$ cat config.mk
export PLATFORM = sky130hd
export DESIGN_NAME = r2seq_top
export DESIGN_NICKNAME = d
export VERILOG_FILES = /design/src/rtl/r2seq_pkg.sv /design/src/rtl/r2seq_cmd_dec.sv /design/src/rtl/r2seq_link.sv /design/src/rtl/r2seq_txctl.sv /design/src/rtl/r2seq_top.sv
export SDC_FILE = /design/constraint.sdc
export NUM_CORES = 1
export LEC_CHECK = 0
export BUFFER_PORTS_ARGS = -buffer_cell sky130_fd_sc_hd__clkbuf_2
export CORE_MARGIN = 8
export CORE_UTILIZATION = 30
export DETAILED_ROUTE_END_ITERATION = 8
export GPL_TIMING_DRIVEN = 0
export SYNTH_ARGS = -nofsm -noshare
export SYNTH_HDL_FRONTEND = slang
export SYNTH_SLANG_ARGS = --single-unit
$ cat constraint.sdc
create_clock -name clk -period 4.25 [get_ports clk]
set_input_delay 0.425 -clock clk [delete_from_list [all_inputs] [get_ports clk]]
set_output_delay 0.425 -clock clk [all_outputs]
set_load 0.01 [all_outputs]
$ cat src/rtl/r2seq_pkg.sv
package r2seq_pkg;

    localparam int TONE_W  = 6;
    localparam int INDEX_W = 4;
    localparam int NPAIRS  = (TONE_W * (TONE_W - 1)) / 2;
    localparam int CFG_W   = 5;
    localparam int FMT_BIT = 4;

    typedef enum logic {
        LINK_QUIET = 1'b0,
        LINK_HEARD = 1'b1
    } link_t;

    // Field order matches cfg_data[3:0]
    typedef struct packed {
        logic en;
        logic eod;
        logic auto_m;
        logic fwd;
    } chan_cfg_t;

    localparam chan_cfg_t CFG_RESET = '{en: 1'b0, eod: 1'b1, auto_m: 1'b0, fwd: 1'b1};

    // Pair number n (1..NPAIRS) to a two-bit frequency mask; 0 gives 0
    function automatic logic [TONE_W-1:0] pair_of(input logic [INDEX_W-1:0] idx);
        logic [TONE_W-1:0]  m;
        logic [INDEX_W-1:0] n;
        m = '0;
        n = '0;
        for (int h = 1; h < TONE_W; h++) begin
            for (int l = 0; l < h; l++) begin
                n = n + INDEX_W'(1);
                if (n == idx) begin
                    m = (TONE_W'(1) << h) | (TONE_W'(1) << l);
                end
            end
        end
        return m;
    endfunction

    // Mask back to pair number; 0 when it is not a valid pair
    function automatic logic [INDEX_W-1:0] index_of(input logic [TONE_W-1:0] m);
        logic [INDEX_W-1:0] r;
        r = '0;
        for (int i = 1; i <= NPAIRS; i++) begin
            if (pair_of(INDEX_W'(i)) == m) begin
                r = INDEX_W'(i);
            end
        end
        return r;
    endfunction

    function automatic logic [TONE_W-1:0] cmd_to_mask(input logic [TONE_W-1:0] code,
                                                      input logic             bin);
        logic [TONE_W-1:0] m;
        if (bin) begin
            m = pair_of(code[INDEX_W-1:0]);
        end else if ($countones(code) == 2) begin
            m = code;
        end else begin
            m = '0;
        end
        return m;
    endfunction

    function automatic logic [TONE_W-1:0] report_of(input logic [TONE_W-1:0] m,
                                                    input logic             bin);
        return bin ? {{(TONE_W-INDEX_W){1'b0}}, index_of(m)} : m;
    endfunction

    function automatic logic tx_allowed(input chan_cfg_t c, input link_t s);
        logic ok;
        if (!c.auto_m) begin
            ok = 1'b1;
        end else if (c.fwd) begin
            ok = (s == LINK_QUIET);
        end else begin
            ok = (s == LINK_HEARD);
        end
        return ok;
    endfunction

endpackage

$ cat src/rtl/r2seq_cmd_dec.sv
module r2seq_cmd_dec
    import r2seq_pkg::*;
(
    input  logic [TONE_W-1:0] code,
    input  logic              fmt_bin,
    output logic [TONE_W-1:0] mask
);

    always_comb begin
        mask = cmd_to_mask(code, fmt_bin);
    end

endmodule

$ cat src/rtl/r2seq_link.sv
module r2seq_link
    import r2seq_pkg::*;
(
    input  logic              clk,
    input  logic              rst,
    input  logic              cfg_wr,
    input  chan_cfg_t         cfg_in,
    input  logic              fmt_bin,
    input  logic              det_on,
    input  logic [TONE_W-1:0] det_mask,
    output chan_cfg_t         cfg_q,
    output chan_cfg_t         cfg_n,
    output link_t             state_q,
    output link_t             state_n,
    output logic              rpt_tone,
    output logic              rpt_end,
    output logic [TONE_W-1:0] rpt_code
);

    logic              tone_d;
    logic              end_d;
    logic [TONE_W-1:0] code_d;

    always_comb begin
        cfg_n   = cfg_wr ? cfg_in : cfg_q;
        state_n = state_q;
        if (cfg_n.en) begin
            state_n = det_on ? LINK_HEARD : LINK_QUIET;
        end
        tone_d = cfg_n.en && (state_q == LINK_QUIET) && det_on;
        end_d  = cfg_n.en && (state_q == LINK_HEARD) && !det_on && cfg_n.eod;
        code_d = tone_d ? report_of(det_mask, fmt_bin) : '0;
    end

    always_ff @(posedge clk) begin
        if (rst) begin
            cfg_q    <= CFG_RESET;
            state_q  <= LINK_QUIET;
            rpt_tone <= 1'b0;
            rpt_end  <= 1'b0;
            rpt_code <= '0;
        end else begin
            cfg_q    <= cfg_n;
            state_q  <= state_n;
            rpt_tone <= tone_d;
            rpt_end  <= end_d;
            rpt_code <= code_d;
        end
    end


    disabled_frozen_chk: assert property (@(posedge clk) disable iff (rst)
        !cfg_n.en |=> ($stable(state_q) && !rpt_tone && !rpt_end));


    tone_entry_chk: assert property (@(posedge clk) disable iff (rst)
        rpt_tone |-> (state_q == LINK_HEARD && $past(state_q) == LINK_QUIET));


    end_entry_chk: assert property (@(posedge clk) disable iff (rst)
        rpt_end |-> (state_q == LINK_QUIET && $past(state_q) == LINK_HEARD && cfg_q.eod));


    code_idle_chk: assert property (@(posedge clk) disable iff (rst)
        !rpt_tone |-> (rpt_code == '0));

endmodule

$ cat src/rtl/r2seq_txctl.sv
module r2seq_txctl
    import r2seq_pkg::*;
(
    input  logic              clk,
    input  logic              rst,
    input  chan_cfg_t         cfg_q,
    input  chan_cfg_t         cfg_n,
    input  link_t             state_q,
    input  link_t             state_n,
    input  logic              cmd_hit,
    input  logic [TONE_W-1:0] cmd_mask,
    output logic              tx_on,
    output logic [TONE_W-1:0] tx_mask
);

    logic              pend_v_q, pend_v_d;
    logic [TONE_W-1:0] pend_m_q, pend_m_d;
    logic              on_d;
    logic [TONE_W-1:0] mask_d;
    logic              perm_now, perm_next;

    always_comb begin
        perm_now  = tx_allowed(cfg_n, state_q);
        perm_next = tx_allowed(cfg_n, state_n);
        on_d      = tx_on;
        mask_d    = tx_mask;
        pend_v_d  = pend_v_q;
        pend_m_d  = pend_m_q;
        if (cfg_n.en) begin
            if (!cfg_n.auto_m) begin
                pend_v_d = 1'b0;
                pend_m_d = '0;
                if (cmd_hit) begin
                    on_d   = |cmd_mask;
                    mask_d = cmd_mask;
                end
            end else begin
                if (cmd_hit) begin
                    if (perm_next) begin
                        on_d     = |cmd_mask;
                        mask_d   = cmd_mask;
                        pend_v_d = 1'b0;
                        pend_m_d = '0;
                    end else begin
                        pend_v_d = |cmd_mask;
                        pend_m_d = cmd_mask;
                    end
                end else if (perm_next && !perm_now && pend_v_q) begin
                    on_d     = 1'b1;
                    mask_d   = pend_m_q;
                    pend_v_d = 1'b0;
                    pend_m_d = '0;
                end
                if (!perm_next) begin
                    on_d   = 1'b0;
                    mask_d = '0;
                end
            end
        end
    end

    always_ff @(posedge clk) begin
        if (rst) begin
            tx_on    <= 1'b0;
            tx_mask  <= '0;
            pend_v_q <= 1'b0;
            pend_m_q <= '0;
        end else begin
            tx_on    <= on_d;
            tx_mask  <= mask_d;
            pend_v_q <= pend_v_d;
            pend_m_q <= pend_m_d;
        end
    end


    forbid_silent_chk: assert property (@(posedge clk) disable iff (rst)
        (cfg_q.en && cfg_q.auto_m && !tx_allowed(cfg_q, state_q)) |-> !tx_on);


    pair_on_chk: assert property (@(posedge clk) disable iff (rst)
        tx_on |-> ($countones(tx_mask) == 2));


    mask_off_chk: assert property (@(posedge clk) disable iff (rst)
        !tx_on |-> (tx_mask == '0));


    held_pair_chk: assert property (@(posedge clk) disable iff (rst)
        pend_v_q |-> ($countones(pend_m_q) == 2));

endmodule

$ cat src/rtl/r2seq_top.sv
module r2seq_top
    import r2seq_pkg::*;
#(
    parameter  int NUM_CH = 2,
    localparam int CH_W   = (NUM_CH > 1) ? $clog2(NUM_CH) : 1
) (
    input  logic                     clk,
    input  logic                     rst,
    input  logic                     cfg_wr,
    input  logic [CH_W-1:0]          cfg_ch,
    input  logic [CFG_W-1:0]         cfg_data,
    input  logic                     cmd_wr,
    input  logic [CH_W-1:0]          cmd_ch,
    input  logic [TONE_W-1:0]        cmd_code,
    input  logic [NUM_CH-1:0]        det_on,
    input  logic [NUM_CH*TONE_W-1:0] det_mask,
    output logic [NUM_CH-1:0]        tx_on,
    output logic [NUM_CH*TONE_W-1:0] tx_mask,
    output logic [NUM_CH-1:0]        rpt_tone,
    output logic [NUM_CH-1:0]        rpt_end,
    output logic [NUM_CH*TONE_W-1:0] rpt_code
);

    logic              fmt_q;
    logic              fmt_n;
    logic [TONE_W-1:0] cmd_mask;
    chan_cfg_t         cfg_word;

    assign fmt_n    = cfg_wr ? cfg_data[FMT_BIT] : fmt_q;
    assign cfg_word = chan_cfg_t'(cfg_data[3:0]);

    always_ff @(posedge clk) begin
        if (rst) begin
            fmt_q <= 1'b0;
        end else begin
            fmt_q <= fmt_n;
        end
    end

    r2seq_cmd_dec u_dec (
        .code    (cmd_code),
        .fmt_bin (fmt_n),
        .mask    (cmd_mask)
    );

    for (genvar g = 0; g < NUM_CH; g++) begin : g_ch
        chan_cfg_t cfg_q;
        chan_cfg_t cfg_n;
        link_t     state_q;
        link_t     state_n;
        logic      sel_cfg;
        logic      sel_cmd;

        assign sel_cfg = cfg_wr && (cfg_ch == CH_W'(g));
        assign sel_cmd = cmd_wr && (cmd_ch == CH_W'(g));

        r2seq_link u_link (
            .clk      (clk),
            .rst      (rst),
            .cfg_wr   (sel_cfg),
            .cfg_in   (cfg_word),
            .fmt_bin  (fmt_n),
            .det_on   (det_on[g]),
            .det_mask (det_mask[g*TONE_W +: TONE_W]),
            .cfg_q    (cfg_q),
            .cfg_n    (cfg_n),
            .state_q  (state_q),
            .state_n  (state_n),
            .rpt_tone (rpt_tone[g]),
            .rpt_end  (rpt_end[g]),
            .rpt_code (rpt_code[g*TONE_W +: TONE_W])
        );

        r2seq_txctl u_tx (
            .clk      (clk),
            .rst      (rst),
            .cfg_q    (cfg_q),
            .cfg_n    (cfg_n),
            .state_q  (state_q),
            .state_n  (state_n),
            .cmd_hit  (sel_cmd),
            .cmd_mask (cmd_mask),
            .tx_on    (tx_on[g]),
            .tx_mask  (tx_mask[g*TONE_W +: TONE_W])
        );
    end


    cmd_pair_chk: assert property (@(posedge clk) disable iff (rst)
        cmd_wr |-> ($countones(cmd_mask) == 0 || $countones(cmd_mask) == 2));


    tx_one_ch_chk: assert property (@(posedge clk) disable iff (rst)
        !cmd_wr && !cfg_wr |=> $stable(fmt_q));

endmodule

==> flow_summary_export.csv <==
group,metric,value,unit
synth,synth_area_leader_cell,"dfxtp_1",
drt,vias,3043,
setup_path,cp.arrival,3950,ps
floorplanning,num_io_pins,61,
synth,ys_async_sr_fraction,0,%
synth,synth_area,3320,um^2
clocking,cts_buffers,5,
floorplanning,die_h,121,um
floorplanning,dieWidth,121,um
placed_design,hpwl,6720,um
synth,synth.yosys.seq_area_share,33.2,%
clocking,clock-sinks,55,
clocking,holdBufCountCts,0,
final_layout,layout-drive-gt1-share,19.3,%
grt,grt_max_degree,18,
power_and_ir_drop,finalPower,1.10,mW
power_and_ir_drop,combPwrFrac,24.7,%
final_layout,areaGrowthSynthToFinish,16.4,%
power_and_ir_drop,switchingPower,0.346,mW
setup_path,slowest_delay,620,ps
setup_path,start_kind,"primary input",
final_layout,fin_nets,499,
floorplanning,row_count,38,
power_and_ir_drop,internal_power,0.752,mW
timing,layout_min_cycle_time,3740,ps
drt,avgRoutedWirePerCell,14.6,um
floorplanning,die-area,14700,um^2
final_layout,antennaDiodeCount,0,
drt,post-route-drc-count,0,
grt,grt_pass1_vias,3016,
timing,period_share,88.0,%
synth,synth.distinct_cells,65,
synth,syn_area_per_cell,8.44,um^2
timing,drv_slew,0,
drt,vias_per_cell,5.10,
drt,firstDrtPassIters,4,
clocking,h-tree-depth,2,
synth,synth-main-ff-cell,"dfxtp_1",
timing,fin_skew,8.81,ps
clocking,worstSkewPairLatency,310,ps
clocking,cts_tree,"built",
timing,finalSetupViolCount,0,
worst_hold_path,hold_start,"cfg_data[2]",
synth,synth_top_area_share,33.2,%
setup_path,cp.buffers_inverters,4,
drt,drtIter0Drc,153,
timing,rsz0062_at_grt,"false",
final_layout,final_core_util,35.6,%
synth,yosysWarnings,0,
outcome,outcome,"completed",
setup_path,critPathRequiredTime,4460,ps
timing,tightest_slew,987,ps
synth,synth_edf_count,0,
power_and_ir_drop,peakVddDrop,0.000167,V
timing,max_slew_margin,33.6,%
setup_path,path_class,"in2reg",
setup_path,cp_top_family,"simple AND/OR/NAND/NOR gates",
power_and_ir_drop,pwr-share-clk,26.5,%
clocking,clockBufferDepth,2,
power_and_ir_drop,cellLeakagePower,1.57,nW
timing,finalSetupTns,0,ps
setup_path,crit_start,"cmd_code[1]",
timing,final_hold_viol_count,0,
timing,fmax,267,MHz
setup_path,critPathCaptureType,"flip-flop",
clocking,post_cts_buffers,0,
setup_path,r2r_start,"fmt_q$_SDFF_PP0_",
synth,syn_inst,393,
synth,ys_ff_latch,55,
floorplanning,start_util,30.6,%
drt,routed_wl,8750,um
power_and_ir_drop,powerDensity,284,nW/um^2
placed_design,portBuffers,56,
synth,synthTopCellsByArea,"dfxtp_1 33%, nor2_1 4.5%, mux2i_1 4.2%",
placed_design,gp_congestion,0.866,
worst_hold_path,hp-class,"in2reg",
drt,final_antenna_net_count,0,
flow_run,drv_cap,0,
clocking,clockRootBuffer,"clkbuf_8",
grt,grt-ovfl-total,0,
floorplanning,coreArea,10800,um^2
power_and_ir_drop,power_frac_seq,48.8,%
setup_path,cp_cell_sequence,"clkbuf_2, ha_1, clkbuf_1, inv_1, fa_1, inv_1, ha_1, nor4bb_1, a21oi_1, a31oi_1, or3_1, nor4_1, nor2_1, a32o_1",
clocking,post_cts_resized,0,
setup_path,cp_max_fo,9,
synth,syn-num-nets,436,
setup_path,crit_path_top_delay_cell,"nor4_1",
grt,antenna_found_initial,0,
grt,grt_first_pass_wirelength,14400,um
clocking,path_clk_slew,100,ps
power_and_ir_drop,sw_frac_of_total,31.5,%
grt,grt_use_total,11.8,%
## layout by cell type, fill, tap and decap left out, types with 5 or more instances in the layout
| cell | count |
|---|---|
| nand3_1 | 9 |
| ha_1 | 10 |
| a22oi_1 | 12 |
| or3_1 | 7 |
| clkbuf_1 | 25 |
| nand2b_1 | 14 |
| mux2i_1 | 14 |
| nor2_1 | 40 |
| a32o_1 | 5 |
| nor4_1 | 5 |
| dfxtp_1 | 55 |
| buf_4 | 6 |
| clkbuf_2 | 57 |
| o21ai_0 | 20 |
| o22ai_1 | 7 |
| a21oi_1 | 23 |
| clkbuf_8 | 5 |
| xor2_1 | 12 |
| nand2_1 | 16 |
| inv_1 | 13 |
| o21ai_1 | 5 |
| nor3_1 | 8 |
## sequential cells by signal, indices dropped and copies added, names as in the netlist
| register | cells |
|---|---|
| g_ch.u_tx.tx_mask | 12 |
| g_ch.u_link.rpt_code | 12 |
| g_ch.u_tx.pend_v_q | 2 |
| g_ch.u_link.cfg_q | 8 |
| fmt_q | 1 |
| g_ch.u_tx.tx_on | 2 |
| g_ch.u_link.rpt_tone | 2 |
| g_ch.u_link.rpt_end | 2 |
| g_ch.u_tx.pend_m_q | 12 |
| g_ch.u_link.state_q | 2 |
## through the flow
stage	std cells	hold WS [ps]	area, um^2	setup WS (ps)
after floorplan	393	437	3320	985
after detailed placement	589	455	3770	213
after global placement	589	451	3770	220
after global routing	597	388	3860	299
after CTS	597	382	3860	519
final	597	388	3860	510
## cell families after synthesis
logic type | share of synthesized area, %
mux | 5.92
simple gates | 20.1
compound gates | 24.0
fa+ha+maj | 4.98
xor+xnor | 4.71
flops | 33.2
buf+inv | 7.09
## final timing paths
path	cells past startpoint	slack [ps]	end
min	3	390	g_ch[0].u_link.cfg_q[2]$_SDFF_PP1_
max	14	510	g_ch[0].u_tx.pend_v_q$_SDFFE_PP0P_
min reg2reg	2	470	g_ch[1].u_tx.tx_mask[2]$_SDFFE_PP0P_
max reg2reg	7	1710	g_ch[0].u_tx.pend_v_q$_SDFFE_PP0P_
## power groups by stage
stage          clock network, mW  logic, mW  registers [mW]
6_report                   0.291      0.271           0.536
5_1_grt                    0.330      0.302           0.539
4_1_cts                    0.307      0.271           0.537
3_5_place_dp                   0      0.269           0.548
3_3_place_gp                   0      0.265           0.548
2_1_floorplan                  0      0.188           0.549
## cell usage after synthesis (all sizes together), types with 3 or more instances
| master | number |
|---|---|
| a32o | 5 |
| and3 | 4 |
| o22ai | 7 |
| nor3 | 8 |
| nor3b | 4 |
| xor2 | 13 |
| or2 | 4 |
| a21oi | 24 |
| xnor2 | 4 |
| or3 | 8 |
| nand2b | 14 |
| o21ai | 25 |
| mux2i | 16 |
| a21boi | 4 |
| o31ai | 3 |
| nor2 | 40 |
| nand3 | 9 |
| o2bb2ai | 4 |
| ha | 10 |
| nand2 | 17 |
| nor4 | 6 |
| buf | 11 |
| inv | 13 |
| a22oi | 12 |
| o211ai | 4 |
| dfxtp | 55 |
| a31oi | 4 |
| a32oi | 3 |
| clkbuf | 25 |
| nor2b | 3 |
## cell type report
type / instances / area [um^2]
well taps: 140 / 175
plain buffers: 37 / 186
clock inverters: 2 / 16.3
fillers: 1169 / 6980
multi-input cells: 288 / 1980
repair buffers: 56 / 280
flip-flops and latches: 55 / 1100
inverters: 13 / 48.8
clock buffers: 6 / 72.6
## tightest hold or removal path: cells and delay by family
family | cells | cell delay (ps)
buf+inv | 1 | 90
simple gates | 1 | 70
mux | 1 | 80
## per-layer routing
layer	share of wire (%)	track usage, %
met1	47	14.7
met2	47	19.3
met3	5.4	2.93
met4	1.0	4.01
met5	0	0
Note: power is estimated with default switching activity, not from simulation.
